<file path="config.mk">
export PLATFORM = sky130hd
export DESIGN_NAME = qdec_front
export DESIGN_NICKNAME = d
export VERILOG_FILES = /design/src/rtl/qdec_pkg.sv /design/src/rtl/qdec_cond.sv /design/src/rtl/qdec_core.sv /design/src/rtl/qdec_front.sv
export SDC_FILE = /design/constraint.sdc
export NUM_CORES = 1
export LEC_CHECK = 0
export BUFFER_PORTS_ARGS = -buffer_cell sky130_fd_sc_hd__buf_2
export CAP_MARGIN = 25
export CORE_AREA = 4 4 42 44
export CTS_BUF_LIST = sky130_fd_sc_hd__clkbuf_2
export CTS_CLUSTER_SIZE = 14
export DETAILED_ROUTE_END_ITERATION = 8
export DIE_AREA = 0 0 46 48
export PLACE_DENSITY = 0.77
export SLEW_MARGIN = 10
export SYNTH_ARGS = -nofsm -noshare
export SYNTH_HDL_FRONTEND = slang
export SYNTH_SLANG_ARGS = --single-unit
</file>
<file path="constraint.sdc">
create_clock -name clk -period 1.7 [get_ports clk]
set_input_delay 0 -clock clk [delete_from_list [all_inputs] [get_ports clk]]
set_output_delay 0 -clock clk [all_outputs]
set_load 0.005 [all_outputs]
</file>
<file path="src/rtl/qdec_pkg.sv">
package qdec_pkg;

  localparam int N_CH       = 4;
  localparam int CH_A       = 0;
  localparam int CH_B       = 1;
  localparam int CH_IDX     = 2;
  localparam int CH_STB     = 3;
  localparam int SYNC_DEPTH = 2;

  typedef enum logic [1:0] {
    MODE_QUAD   = 2'd0,
    MODE_DIRCLK = 2'd1,
    MODE_UP     = 2'd2,
    MODE_DOWN   = 2'd3
  } mode_e;

  typedef struct packed {
    logic cnt;
    logic up;
    logic err;
  } step_t;

  // Quadrature step: one changed channel is a count, two is an error.
  function automatic step_t quad_step(input logic pa, input logic pb,
                                      input logic ca, input logic cb);
    step_t r;
    logic  da, db;
    da = pa ^ ca;
    db = pb ^ cb;
    r  = '0;
    if (da && db) begin
      r.err = 1'b1;
    end else if (da) begin
      r.cnt = 1'b1;
      r.up  = ca ^ cb;
    end else if (db) begin
      r.cnt = 1'b1;
      r.up  = ~(ca ^ cb);
    end
    return r;
  endfunction

  // Clock-plus-direction step: A edges count, B level is the direction.
  function automatic step_t clkdir_step(input logic pa, input logic ca,
                                        input logic cb, input logic rise);
    step_t r;
    r     = '0;
    r.up  = cb;
    r.cnt = rise ? (~pa & ca) : (pa ^ ca);
    return r;
  endfunction

  // Fixed-direction step: rising A only.
  function automatic step_t fixed_step(input logic pa, input logic ca,
                                       input logic up);
    step_t r;
    r     = '0;
    r.up  = up;
    r.cnt = ~pa & ca;
    return r;
  endfunction

endpackage

</file>
<file path="src/rtl/qdec_cond.sv">
module qdec_cond
  import qdec_pkg::*;
#(
  parameter int STAGES = SYNC_DEPTH
) (
  input  logic            clk,
  input  logic            rst_n,
  input  logic [N_CH-1:0] raw,
  input  logic [N_CH-1:0] inv,
  input  logic            swap,
  output logic [N_CH-1:0] synced
);

  logic [N_CH-1:0] polar;
  logic [N_CH-1:0] cond;

  assign polar = raw ^ inv;

  always_comb begin
    cond = polar;
    if (swap) begin
      cond[CH_A] = polar[CH_B];
      cond[CH_B] = polar[CH_A];
    end
  end

  for (genvar ch = 0; ch < N_CH; ch++) begin : g_sync
    logic [STAGES-1:0] chain;
    always_ff @(posedge clk or negedge rst_n) begin
      if (!rst_n) chain <= '0;
      else        chain <= {chain[STAGES-2:0], cond[ch]};
    end
    assign synced[ch] = chain[STAGES-1];
  end

endmodule

</file>
<file path="src/rtl/qdec_core.sv">
module qdec_core
  import qdec_pkg::*;
(
  input  logic       clk,
  input  logic       rst_n,
  input  logic       cur_a,
  input  logic       cur_b,
  input  logic [1:0] mode,
  input  logic       rise_only,
  input  logic       err_clr,
  output logic       count_en,
  output logic       dir,
  output logic       phase_err,
  output logic       a_rise,
  output logic       both_chg
);

  logic  prev_a, prev_b;
  step_t step;

  assign a_rise   = ~prev_a & cur_a;
  assign both_chg = (prev_a ^ cur_a) & (prev_b ^ cur_b);

  always_comb begin
    unique case (mode_e'(mode))
      MODE_QUAD:   step = quad_step(prev_a, prev_b, cur_a, cur_b);
      MODE_DIRCLK: step = clkdir_step(prev_a, cur_a, cur_b, rise_only);
      MODE_UP:     step = fixed_step(prev_a, cur_a, 1'b1);
      default:     step = fixed_step(prev_a, cur_a, 1'b0);
    endcase
  end

  always_ff @(posedge clk or negedge rst_n) begin
    if (!rst_n) begin
      prev_a    <= 1'b0;
      prev_b    <= 1'b0;
      count_en  <= 1'b0;
      dir       <= 1'b1;
      phase_err <= 1'b0;
    end else begin
      prev_a   <= cur_a;
      prev_b   <= cur_b;
      count_en <= step.cnt;
      if (step.cnt) dir <= step.up;
      if (step.err)     phase_err <= 1'b1;
      else if (err_clr) phase_err <= 1'b0;
    end
  end

endmodule

</file>
<file path="src/rtl/qdec_front.sv">
module qdec_front
  import qdec_pkg::*;
(
  input  logic       clk,
  input  logic       rst_n,
  input  logic       pin_a,
  input  logic       pin_b,
  input  logic       pin_idx,
  input  logic       pin_stb,
  input  logic       inv_a,
  input  logic       inv_b,
  input  logic       inv_idx,
  input  logic       inv_stb,
  input  logic       swap_ab,
  input  logic [1:0] mode,
  input  logic       rise_only,
  input  logic       err_clr,
  output logic       count_en,
  output logic       dir,
  output logic       phase_err,
  output logic       idx_out,
  output logic       stb_out
);

  logic [N_CH-1:0] raw_vec, inv_vec, syn_vec;
  logic            a_rise_w, both_chg_w;

  assign raw_vec = {pin_stb, pin_idx, pin_b, pin_a};
  assign inv_vec = {inv_stb, inv_idx, inv_b, inv_a};

  qdec_cond #(.STAGES(SYNC_DEPTH)) u_cond (
    .clk    (clk),
    .rst_n  (rst_n),
    .raw    (raw_vec),
    .inv    (inv_vec),
    .swap   (swap_ab),
    .synced (syn_vec)
  );

  qdec_core u_core (
    .clk       (clk),
    .rst_n     (rst_n),
    .cur_a     (syn_vec[CH_A]),
    .cur_b     (syn_vec[CH_B]),
    .mode      (mode),
    .rise_only (rise_only),
    .err_clr   (err_clr),
    .count_en  (count_en),
    .dir       (dir),
    .phase_err (phase_err),
    .a_rise    (a_rise_w),
    .both_chg  (both_chg_w)
  );

  // Align index and strobe with the registered count pulse.
  always_ff @(posedge clk or negedge rst_n) begin
    if (!rst_n) begin
      idx_out <= 1'b0;
      stb_out <= 1'b0;
    end else begin
      idx_out <= syn_vec[CH_IDX];
      stb_out <= syn_vec[CH_STB];
    end
  end

endmodule

</file>
==> results of run 1 <==
[per-stage QoR]
stage           util  instances
5_1_grt        0.599         98
3_5_place_dp   0.509         85
3_3_place_gp   0.509         85
4_1_cts        0.584         98
2_1_floorplan      -         48
6_report       0.599         98
[layout by cell type, fill, tap and decap left out, drive strengths merged]
cell         instances
o311a                1
clkbuf               3
nand2                1
o21ai                3
dlygate4sd3          7
nor2b                1
o32a                 1
xnor2                1
a21oi                3
o22ai                1
dfstp                1
xor2                 4
and3b                2
mux2                 1
clkinvlp             1
inv                  7
ha                   2
buf                 23
dfrtp               14
nor2                 4
a31oi                1
[kinds of logic (layout without fill, tap and decap cells)]
family,Yosys count,after routing
adders and majority gates,2,2
xor gates and xnor gates,5,5
muxes,1,1
buffers and inverters,7,41
and+or+nand+nor,8,8
AOI/OAI and AO/OA,10,10
DFF,15,15
[layer usage]
metal,vias up,share of wire,track usage,routed length (um)
met4,0,0,0.0511,0
met2,23,0.55,0.223,623
met1,224,0.37,0.121,426
met3,0,0.079,0.0226,90
li1,226,-,-,-
met5,-,0,0,0
[power by group through the flow]
stage	Clock, uW	Sequential [uW]	Combinational [uW]
floorplan	0	438	85.6
global placement	0	435	158
detailed placement	0	437	169
CTS	176	430	200
global route	188	436	245
finish	167	429	222
[final cells by class]
cell class | count | area, um2
clock inverter | 1 | 7.51
timing repair buffer | 30 | 199
clock buffer | 3 | 15.0
multi-input combinational | 26 | 216
sequential | 15 | 377
tap | 16 | 20.0
fill | 117 | 576
inverter | 7 | 26.3
[worst max-delay path, delay by kind of cell, from the launching register on]
kind	cells	cell delay, ns
DFF	1	0.43
buffers and inverters	1	0.12
adders and majority gates	1	0.24
and+or+nand+nor	1	0.17
AOI/OAI and AO/OA	2	0.49
muxes	1	0.26
[flip-flops by register name, indices dropped and copies added (netlist names)]
register	cells
u_core.phase_err	1
stb_out	1
idx_out	1
u_core.prev_b	1
u_core.dir	1
u_core.count_en	1
u_core.prev_a	1
u_cond.g_sync.chain	8
[cell usage after synthesis, drive strengths merged]
| master | instances | area share |
|---|---|---|
| o32a | 1 | 0.017 |
| xor2 | 4 | 0.060 |
| ha | 2 | 0.043 |
| dfstp | 1 | 0.045 |
| a21oi | 3 | 0.026 |
| dfrtp | 14 | 0.60 |
| a31oi | 1 | 0.011 |
| and3b | 2 | 0.030 |
| xnor2 | 1 | 0.015 |
| nor2b | 1 | 0.011 |
| o22ai | 1 | 0.011 |
| o21ai | 3 | 0.026 |
| nand2 | 1 | 0.0064 |
| nor2 | 4 | 0.026 |
| inv | 7 | 0.045 |
| mux2 | 1 | 0.019 |
| o311a | 1 | 0.017 |
[final timing paths]
path	slack, ns	depth (start not counted)	start	to
setup / recovery	-0.05	6	u_cond.g_sync[0].chain[1]	u_core.dir
hold / removal	0.03	3	pin_b	u_cond.g_sync[0].chain[0]
setup reg to reg	-0.05	6	u_cond.g_sync[0].chain[1]	u_core.dir
hold reg to reg	0.37	0	u_cond.g_sync[0].chain[0]	u_cond.g_sync[0].chain[1]
max in group asynchronous	1.28	2	rst_n	u_core.dir
min in group asynchronous	0.13	2	rst_n	u_cond.g_sync[2].chain[0]
[timing repair]
| item | CTS | global route |
|---|---|---|
| hold endpoints to repair | 20 | 0 |
| endpoints found under the setup margin | 1 | 2 |
| resized for setup | 1 | 3 |
| setup buffers | 2 | 0 |
| hold buffers | 7 | 0 |
| pin swaps | 5 | 2 |
| cloned | 0 | 0 |
==> metrics.json, run 1 <==
{
  "status": {"value": "finished with violations"},
  "violations_in_the_final_reports": {"value": "negative setup slack"},
  "p_switching": {"value": 226, "unit": "uW"},
  "clock-root-buffer": {"value": "clkbuf_2"},
  "grt_overflow_total": {"value": 0},
  "post_placement_cell_area": {"value": 731, "unit": "um2"},
  "ctsHtreeMaxLevel": {"value": 1},
  "bufs_on_longest_clock_path": {"value": 2},
  "slew_headroom": {"value": 0.779},
  "drt-initial-drc-count": {"value": 10},
  "cts_tree": {"value": "yes"},
  "rsz0062_at_grt": {"value": "true"},
  "drt-wirelength-per-cell": {"value": 11.6, "unit": "um"},
  "netSwitchingFraction": {"value": 0.277},
  "combPwrFrac": {"value": 0.272},
  "finalSetupTns": {"value": -0.0508, "unit": "ns"},
  "power.sequential.fraction": {"value": 0.524},
  "design_area": {"value": 861, "unit": "um2"},
  "worst_case_setup_margin_in_the_final_layout": {"value": -0.0508, "unit": "ns"},
  "hold_viol": {"value": 0},
  "post-place-ws": {"value": -0.0655, "unit": "ns"},
  "path_clk_slew": {"value": 0.15, "unit": "ns"},
  "drive_above_1_share": {"value": 0.415},
  "crit_path_end_kind": {"value": "register"},
  "crit_path_max_incr_delay": {"value": 0.43, "unit": "ns"},
  "cts_made_buffers": {"value": 3},
  "syn_area_per_cell": {"value": 12.3, "unit": "um2"},
  "finalClockSkew": {"value": 0.00924, "unit": "ns"},
  "syn_nets": {"value": 65},
  "pin_count_of_the_biggest_net_entering_global_routing": {"value": 16},
  "syn_to_final_growth": {"value": 46.4, "unit": "%"},
  "max_slew.worst_pin.slew": {"value": 0.332, "unit": "ns"},
  "detailedRoute.firstPassIterationCount": {"value": 4},
  "clock_latency_of_the_later_clocked_register_in_the_worst_skew_pair": {"value": 0.28, "unit": "ns"},
  "vias_per_cell": {"value": 4.83},
  "synth.yosys.seq_area_share": {"value": 0.640},
  "power_per_cell_area": {"value": 951, "unit": "nW/um2"},
  "wirelength": {"value": 1.14, "unit": "mm"},
  "fin_crit_sh": {"value": 1.03},
  "power_report.internal_total": {"value": 592, "unit": "uW"},
  "synthesis.instances": {"value": 48},
  "grt_pass1_wl": {"value": 1.81, "unit": "mm"},
  "antenna_violations_before_repair": {"value": 0},
  "relative_contribution_of_the_clock_network_to_total_power": {"value": 0.205},
  "total_die_area": {"value": 2210, "unit": "um2"},
  "yosys.area_share.simple": {"value": 0.0723},
  "timing.critical_path.from_type": {"value": "register"},
  "synth.ff_latch_count": {"value": 15},
  "insertedDiodeCount": {"value": 0},
  "ios": {"value": 20},
  "timing.critical_path.arrival": {"value": 1.98, "unit": "ns"},
  "critical_path.cell_chain": {"value": "ha_4 -> buf_6 -> and3b_1 -> o32a_1 -> o311a_1 -> mux2_2"},
  "max_transition_viols_final": {"value": 0},
  "ant_nets": {"value": 0},
  "remaining_drc_errors": {"value": 0},
  "timing.setup.critical_path_class": {"value": "reg2reg"},
  "cp_data_required_time": {"value": 1.93, "unit": "ns"},
  "netlist_area": {"value": 588, "unit": "um2"},
  "synth_compound_gate_area_share": {"value": 0.106},
  "ys_types": {"value": 17},
  "fin_nets": {"value": 100},
  "timing.final.crit_period": {"value": 1.75, "unit": "ns"},
  "global_route_usage_over_all_layers": {"value": 0.116},
  "port_buffer_cells": {"value": 19},
  "yosysWarningCount": {"value": 0},
  "crit_path_top_delay_cell": {"value": "dfrtp_1"},
  "cts.sink_count": {"value": 15},
  "rows": {"value": 14},
  "grt_pass1_vias": {"value": 443},
  "floorplan.die.height": {"value": 48, "unit": "um"},
  "hold_ws": {"value": 0.0333, "unit": "ns"},
  "yosys.area_share.xor_xnor": {"value": 0.0745},
  "path_max_fanout": {"value": 4},
  "post-layout-total-power": {"value": 818, "unit": "uW"},
  "static-leakage-power": {"value": 0.000428, "unit": "uW"},
  "final-setup-viol-count": {"value": 1},
  "max_freq": {"value": 571, "unit": "MHz"},
  "start_util": {"value": 0.409},
  "synth_top_family_by_area": {"value": "compound AO/OA/AOI/OAI gates"},
  "max-cap-violations": {"value": 0},
  "routed-via-count": {"value": 473},
  "min_path_type": {"value": "in2reg"},
  "place_hpwl": {"value": 787, "unit": "um"},
  "globalplace.congestion": {"value": 0.846},
  "worst_ir_drop_vdd": {"value": 0.581, "unit": "mV"},
  "core-area": {"value": 1440, "unit": "um2"},
  "synth.area.mux_share": {"value": 0.0191},
  "die_width": {"value": 46, "unit": "um"},
  "synth_adder_area_share": {"value": 0.0426}
}
Power figures use the tool's default switching activity.
==> inputs of run 2 (changes only) <==
--- a/config.mk
+++ b/config.mk
@@ -7,12 +7,11 @@
 export LEC_CHECK = 0
 export BUFFER_PORTS_ARGS = -buffer_cell sky130_fd_sc_hd__buf_2
 export CAP_MARGIN = 25
-export CORE_AREA = 4 4 42 44
-export CTS_BUF_LIST = sky130_fd_sc_hd__clkbuf_2
+export CORE_AREA = 4 4 43 45
 export CTS_CLUSTER_SIZE = 14
 export DETAILED_ROUTE_END_ITERATION = 8
-export DIE_AREA = 0 0 46 48
-export PLACE_DENSITY = 0.77
+export DIE_AREA = 0 0 47 49
+export PLACE_DENSITY = 0.74
 export SLEW_MARGIN = 10
 export SYNTH_ARGS = -nofsm -noshare
 export SYNTH_HDL_FRONTEND = slang
==> metrics.json, run 2 (same netlist as run 1, synthesis figures left out) <==
{
  "vias_per_cell": {"value": 4.64, "change": "-3.9%"},
  "status": {"value": "finished with violations"},
  "path_max_fanout": {"value": 5, "change": "+1"},
  "cts_tree": {"value": "yes"},
  "ios": {"value": 20, "change": "unchanged"},
  "crit_path_end_kind": {"value": "register"},
  "timing.critical_path.arrival": {"value": 1.96, "unit": "ns", "change": "-0.02 ns"},
  "timing.hold.worst_path_depth": {"value": 3, "change": "unchanged"},
  "layout.cells.most_common": {"value": "buf_2"},
  "fin_crit_sh": {"value": 1.03, "change": "+0.00279"},
  "critical_path.cell_chain": {"value": "ha_4 -> inv_1 -> ha_1 -> nor2_1 -> a31oi_1 -> o22ai_1 -> mux2_2"},
  "largest_register_by_flop_count": {"value": "u_cond.g_sync.chain"},
  "globalplace.congestion": {"value": 0.880, "change": "+4.1%"},
  "worst_ir_drop_vdd": {"value": 0.728, "unit": "mV", "change": "+25%"},
  "port_buffer_cells": {"value": 19, "change": "unchanged"},
  "max-cap-violations": {"value": 0, "change": "unchanged"},
  "slew_headroom": {"value": 0.786, "change": "+0.00694"},
  "antenna_violations_before_repair": {"value": 0, "change": "unchanged"},
  "fin_nets": {"value": 99, "change": "-1.0%"},
  "clock-root-buffer": {"value": "clkbuf_4"},
  "insertedDiodeCount": {"value": 0, "change": "unchanged"},
  "hold_viol": {"value": 0, "change": "unchanged"},
  "cts_made_buffers": {"value": 3, "change": "unchanged"},
  "clock_latency_of_the_later_clocked_register_in_the_worst_skew_pair": {"value": 0.27, "unit": "ns", "change": "about the same"},
  "max_slew.worst_pin.slew": {"value": 0.322, "unit": "ns", "change": "-0.0104 ns"},
  "dpl.cell_count": {"value": 86, "change": "+1.2%"},
  "routed-via-count": {"value": 450, "change": "-4.9%"},
  "grt_overflow_total": {"value": 0, "change": "unchanged"},
  "path_clk_slew": {"value": 0.08, "unit": "ns", "change": "-0.07 ns"},
  "drt-wirelength-per-cell": {"value": 10.8, "unit": "um", "change": "-6.9%"},
  "highest_count_cells_in_the_layout_ignoring_fill_and_taps": {"value": "buf_2 (19), dfrtp_1 (14), dlygate4sd3_1 (7), inv_1 (6)"},
  "violations_in_the_final_reports": {"value": "negative setup slack"},
  "finalClockSkew": {"value": 0.00314, "unit": "ns", "change": "-0.00610 ns"},
  "final-setup-viol-count": {"value": 1, "change": "unchanged"},
  "syn_to_final_growth": {"value": 41.9, "unit": "%"},
  "die_width": {"value": 47, "unit": "um", "change": "+2.2%"},
  "timing.final.crit_period": {"value": 1.76, "unit": "ns", "change": "+0.00475 ns"},
  "crit_path_top_delay_cell": {"value": "dfrtp_1"},
  "register_to_register_path_depth": {"value": 7, "change": "+1"},
  "wirelength": {"value": 1.05, "unit": "mm", "change": "-7.8%"},
  "rsz0062_at_grt": {"value": "true"},
  "ant_nets": {"value": 0, "change": "unchanged"},
  "max_freq": {"value": 570, "unit": "MHz", "change": "-0.27%"},
  "cts.repair_timing.setup_buffer_count": {"value": 0, "change": "-2"},
  "global_route_usage_over_all_layers": {"value": 0.113, "change": "-0.00353"},
  "place_hpwl": {"value": 763, "unit": "um", "change": "-3.1%"},
  "ctsHtreeMaxLevel": {"value": 1, "change": "unchanged"},
  "core-area": {"value": 1470, "unit": "um2", "change": "+2.4%"},
  "start_util": {"value": 0.400, "change": "-0.00975"},
  "post_cts_resize_count": {"value": 0, "change": "-1"},
  "post-layout-total-power": {"value": 805, "unit": "uW", "change": "-1.6%"},
  "crit_path_max_incr_delay": {"value": 0.41, "unit": "ns", "change": "-0.02 ns"},
  "final_cell_count_no_fill": {"value": 97, "change": "-1.0%"},
  "static-leakage-power": {"value": 0.000422, "unit": "uW", "change": "-1.3%"},
  "min_path_type": {"value": "in2reg"},
  "rows": {"value": 14, "change": "unchanged"},
  "timing.critical_path.from_type": {"value": "register"},
  "largest_register_ffs": {"value": 8, "change": "unchanged"},
  "max_transition_viols_final": {"value": 0, "change": "unchanged"},
  "power_per_cell_area": {"value": 965, "unit": "nW/um2", "change": "+1.5%"},
  "floorplan.die.height": {"value": 49, "unit": "um", "change": "+2.1%"},
  "detailedRoute.firstPassIterationCount": {"value": 4, "change": "unchanged"},
  "grt_pass1_wl": {"value": 1.90, "unit": "mm", "change": "+5.0%"},
  "pin_count_of_the_biggest_net_entering_global_routing": {"value": 16, "change": "unchanged"},
  "total_die_area": {"value": 2300, "unit": "um2", "change": "+4.3%"},
  "remaining_drc_errors": {"value": 0, "change": "unchanged"},
  "bufs_on_longest_clock_path": {"value": 2, "change": "unchanged"},
  "drt-initial-drc-count": {"value": 7, "change": "-3"},
  "cp_data_required_time": {"value": 1.90, "unit": "ns", "change": "-0.03 ns"},
  "grt_pass1_vias": {"value": 478, "change": "+7.9%"},
  "drive_above_1_share": {"value": 0.358, "change": "-0.0566"},
  "worst_case_setup_margin_in_the_final_layout": {"value": -0.0555, "unit": "ns", "change": "-0.00475 ns"},
  "timing.setup.critical_path_class": {"value": "reg2reg"},
  "cts.sink_count": {"value": 15, "change": "unchanged"},
  "n_fill_cell": {"value": 130, "change": "+11%"}
}
[run 2: cell count changes in the layout (fill, tap and decap cells not counted)]
cell / change
clkbuf_2: -3
clkbuf_4: +3
buf_6: -1
clkbuf_1: +1
clkinvlp_4: -1
ha_1: +1
ha_4: -1
inv_1: +1
inv_2: -1
o22ai_1: +1
o22ai_2: -1
[run 2: per-stage QoR]
stage / instance area, um2 / setup TNS (ns) / setup slack [ns] / hold WS, ns / util
2_1_floorplan: 601 / 0 / 0.000724 / -0.296 / -
3_3_place_gp: 738 / -0.0434 / -0.0434 / -0.0873 / 0.502
3_5_place_dp: 738 / -0.0522 / -0.0522 / -0.0831 / 0.502
4_1_cts: 835 / -0.0680 / -0.0680 / 0.0350 / 0.567
5_1_grt: 835 / -0.133 / -0.133 / 0.0442 / 0.567
6_report: 835 / -0.0555 / -0.0555 / 0.0487 / 0.567
[run 2: final timing paths]
path / from / slack (ns) / endpoint
worst max-delay path: u_cond.g_sync[0].chain[1] / -0.06 / u_core.dir
worst min-delay path: pin_b / 0.05 / u_cond.g_sync[1].chain[0]
worst max register to register: u_cond.g_sync[0].chain[1] / -0.06 / u_core.dir
worst min register to register: u_cond.g_sync[2].chain[0] / 0.35 / u_cond.g_sync[2].chain[1]
max in group asynchronous: rst_n / 1.24 / u_core.dir
min in group asynchronous: rst_n / 0.17 / stb_out
[run 2: worst max-delay path, delay by kind of cell, from the launching register on]
family	cells	cell delay [ns]
AO/OA/AOI/OAI	2	0.22
adder cells (fa/ha/maj)	2	0.56
buffers and inverters	1	0.04
flip-flops	1	0.41
multiplexers	1	0.36
AND/OR/NAND/NOR	1	0.09
[run 2: layer usage]
metal	GRT usage	part of all wire
met1	0.121	0.37
met3	0.0443	0.090
met5	0	0
met4	0.0138	0
met2	0.204	0.53
[run 2: area by class of cell]
cell class / count / area [um2] / share of cell area
Sequential cell: 15 / 377 / 0.451
Multi-Input combinational cell: 26 / 198 / 0.237
Timing Repair Buffer: 29 / 188 / 0.225
Clock buffer: 4 / 26.3 / 0.0315
Inverter: 7 / 26.3 / 0.0315
Tap cell: 16 / 20.0 / 0.0240
[run 2: power by group]
| group | internal [uW] | switching (uW) |
|---|---|---|
| logic | 108 | 76.6 |
| registers | 409 | 22.3 |
| clock network | 90.7 | 98.3 |
| total | 608 | 197 |
[run 2: timing repair]
item	in CTS	in global routing
setup endpoints to repair	1	1
hold buffers	7	0
endpoints found under the hold margin	20	0
==> inputs of run 3 (changes only) <==
--- a/config.mk
+++ b/config.mk
@@ -7,11 +7,13 @@
 export LEC_CHECK = 0
 export BUFFER_PORTS_ARGS = -buffer_cell sky130_fd_sc_hd__buf_2
 export CAP_MARGIN = 25
-export CORE_AREA = 4 4 43 45
+export CORE_AREA = 4 4 42 44
+export CTS_BUF_LIST = sky130_fd_sc_hd__clkbuf_8
 export CTS_CLUSTER_SIZE = 14
 export DETAILED_ROUTE_END_ITERATION = 8
-export DIE_AREA = 0 0 47 49
-export PLACE_DENSITY = 0.74
+export DIE_AREA = 0 0 46 48
+export PLACE_DENSITY = 0.77
+export SKIP_CTS_REPAIR_TIMING = 1
 export SLEW_MARGIN = 10
 export SYNTH_ARGS = -nofsm -noshare
 export SYNTH_HDL_FRONTEND = slang
==> metrics.json, run 3 (same netlist as run 1, synthesis figures left out) <==
{
  "status": {"value": "finished with violations"},
  "violations_in_the_final_reports": {"value": "negative setup slack"},
  "combPwrFrac": {"value": 0.208, "change": "-0.022"},
  "fin_util": {"value": 0.596, "change": "+0.0286"},
  "p_switching": {"value": 222, "unit": "uW", "change": "+13%"},
  "cts.sink_count": {"value": 15, "change": "unchanged"},
  "timing.setup.critical_path_class": {"value": "reg2reg"},
  "global_route_usage_over_all_layers": {"value": 0.106, "change": "-0.00666"},
  "drt-initial-drc-count": {"value": 2, "change": "-5"},
  "netSwitchingFraction": {"value": 0.246, "change": "+0.00105"},
  "antenna_violations_before_repair": {"value": 0, "change": "unchanged"},
  "clock_latency_of_the_later_clocked_register_in_the_worst_skew_pair": {"value": 0.24, "unit": "ns", "change": "-0.03 ns"},
  "timing.critical_path.from_type": {"value": "register"},
  "power_report.internal_total": {"value": 681, "unit": "uW", "change": "+12%"},
  "n_fill_cell": {"value": 123, "change": "-5.4%"},
  "layout.cells.most_common": {"value": "buf_2"},
  "grt_pass1_vias": {"value": 406, "change": "-15%"},
  "crit_path_end_kind": {"value": "register"},
  "ios": {"value": 20, "change": "unchanged"},
  "static-leakage-power": {"value": 0.000427, "unit": "uW", "change": "+1.2%"},
  "globalplace.congestion": {"value": 0.846, "change": "-3.9%"},
  "max_transition_viols_final": {"value": 0, "change": "unchanged"},
  "path_max_fanout": {"value": 6, "change": "+1"},
  "grt_overflow_total": {"value": 0, "change": "unchanged"},
  "hold_viol": {"value": 0, "change": "unchanged"},
  "routed-via-count": {"value": 448, "change": "-0.44%"},
  "start_util": {"value": 0.409, "change": "+0.00975"},
  "fin_crit_sh": {"value": 1.03, "change": "about the same"},
  "clock-root-buffer": {"value": "clkbuf_8"},
  "cp_data_required_time": {"value": 1.87, "unit": "ns", "change": "-0.03 ns"},
  "multiInputGateArea": {"value": 204, "unit": "um2", "change": "+3.2%"},
  "largest_register_ffs": {"value": 8, "change": "unchanged"},
  "syn_to_final_growth": {"value": 45.5, "unit": "%"},
  "max-cap-violations": {"value": 0, "change": "unchanged"},
  "pin_count_of_the_biggest_net_entering_global_routing": {"value": 16, "change": "unchanged"},
  "total_die_area": {"value": 2210, "unit": "um2", "change": "-4.1%"},
  "floorplan.die.height": {"value": 48, "unit": "um", "change": "-2.0%"},
  "core-area": {"value": 1440, "unit": "um2", "change": "-2.4%"},
  "finalClockSkew": {"value": 0.00335, "unit": "ns", "change": "+0.000211 ns"},
  "fin_nets": {"value": 98, "change": "-1.0%"},
  "detailedRoute.firstPassIterationCount": {"value": 2, "change": "-2"},
  "power_per_cell_area": {"value": 1050, "unit": "nW/um2", "change": "+9.3%"},
  "max_slew.worst_pin.slew": {"value": 0.333, "unit": "ns", "change": "+0.0111 ns"},
  "insertedDiodeCount": {"value": 0, "change": "unchanged"},
  "highest_count_cells_in_the_layout_ignoring_fill_and_taps": {"value": "buf_2 (19), dfrtp_1 (14), dlygate4sd3_1 (7), inv_1 (6)"},
  "bufs_on_longest_clock_path": {"value": 2, "change": "unchanged"},
  "cts_made_buffers": {"value": 3, "change": "unchanged"},
  "vias_per_cell": {"value": 4.67, "change": "+0.59%"},
  "wirelength": {"value": 1.07, "unit": "mm", "change": "+1.6%"},
  "post-place-ws": {"value": -0.0655, "unit": "ns", "change": "-0.0133 ns"},
  "worst_ir_drop_vdd": {"value": 0.652, "unit": "mV", "change": "-11%"},
  "path_clk_slew": {"value": 0.06, "unit": "ns", "change": "-0.02 ns"},
  "largest_register_by_flop_count": {"value": "u_cond.g_sync.chain"},
  "slew_headroom": {"value": 0.778, "change": "-0.00741"},
  "worst_case_setup_margin_in_the_final_layout": {"value": -0.0545, "unit": "ns", "change": "+0.00104 ns"},
  "cts_tree": {"value": "yes"},
  "reg_area": {"value": 377, "unit": "um2", "change": "unchanged"},
  "power.sequential.fraction": {"value": 0.476, "change": "-0.060"},
  "remaining_drc_errors": {"value": 0, "change": "unchanged"},
  "grt_pass1_wl": {"value": 1.61, "unit": "mm", "change": "-15%"},
  "min_path_type": {"value": "in2reg"},
  "port_buffer_cells": {"value": 19, "change": "unchanged"},
  "finalSetupTns": {"value": -0.0545, "unit": "ns", "change": "+0.00104 ns"},
  "die_width": {"value": 46, "unit": "um", "change": "-2.1%"},
  "final-setup-viol-count": {"value": 1, "change": "unchanged"},
  "drt-wirelength-per-cell": {"value": 11.1, "unit": "um", "change": "+2.7%"},
  "rows": {"value": 14, "change": "unchanged"},
  "drive_above_1_share": {"value": 0.375, "change": "+0.0170"},
  "rsz0062_at_grt": {"value": "true"},
  "timing.critical_path.arrival": {"value": 1.93, "unit": "ns", "change": "-0.03 ns"},
  "max_freq": {"value": 570, "unit": "MHz", "change": "about the same"},
  "timing.final.crit_period": {"value": 1.75, "unit": "ns", "change": "-0.00104 ns"},
  "ant_nets": {"value": 0, "change": "unchanged"},
  "hold_ws": {"value": 0.0790, "unit": "ns", "change": "+0.0303 ns"},
  "place_hpwl": {"value": 787, "unit": "um", "change": "+3.2%"},
  "relative_contribution_of_the_clock_network_to_total_power": {"value": 0.316, "change": "+0.081"},
  "ctsHtreeMaxLevel": {"value": 1, "change": "unchanged"}
}
-- run 3: power groups by stage --
stage	combinational [uW]	clock (uW)	sequential, uW
floorplan	85.6	0	438
global placement	158	0	435
detailed placement	169	0	437
CTS	170	297	431
global route	213	310	436
finish	188	286	430
-- run 3: cell type report --
| cell class | count | area share |
|---|---|---|
| flip-flops and latches | 15 | 0.440 |
| inverters | 7 | 0.0307 |
| multi-input cells | 26 | 0.238 |
| clock inverters | 1 | 0.00877 |
| well taps | 16 | 0.0234 |
| clock buffers | 3 | 0.0482 |
| repair buffers | 28 | 0.211 |
-- run 3: final timing paths --
check | start | end | slack (ns) | depth (start not counted)
hold reg to reg | u_cond.g_sync[2].chain[1] | idx_out | 0.35 | 0
setup / recovery | u_cond.g_sync[0].chain[1] | u_core.dir | -0.05 | 5
hold / removal | pin_b | u_cond.g_sync[0].chain[0] | 0.08 | 3
setup reg to reg | u_cond.g_sync[0].chain[1] | u_core.dir | -0.05 | 5
max in group asynchronous | rst_n | u_core.dir | 1.22 | 2
min in group asynchronous | rst_n | u_cond.g_sync[2].chain[0] | 0.18 | 2
-- run 3: per-layer routing --
metal / GRT usage / vias to the layer above / part of all wire
met5: 0 / - / 0
met4: 0.0511 / 0 / 0
met3: 0.0338 / 0 / 0.084
met2: 0.187 / 19 / 0.52
met1: 0.114 / 205 / 0.39
li1: - / 224 / -
-- run 3: critical path: stages, from the launching register on --
cell,delay [ns]
dfrtp_1,0.41
ha_4,0.24
and3b_1,0.16
o32a_1,0.30
o311a_1,0.33
mux2_2,0.26
-- run 3: through the flow --
stage	power, uW	cells	instance area [um2]
after floorplan	524	48	601
after global placement	593	85	731
after detailed placement	607	85	731
after CTS	897	89	779
after global routing	959	96	856
final	903	96	856
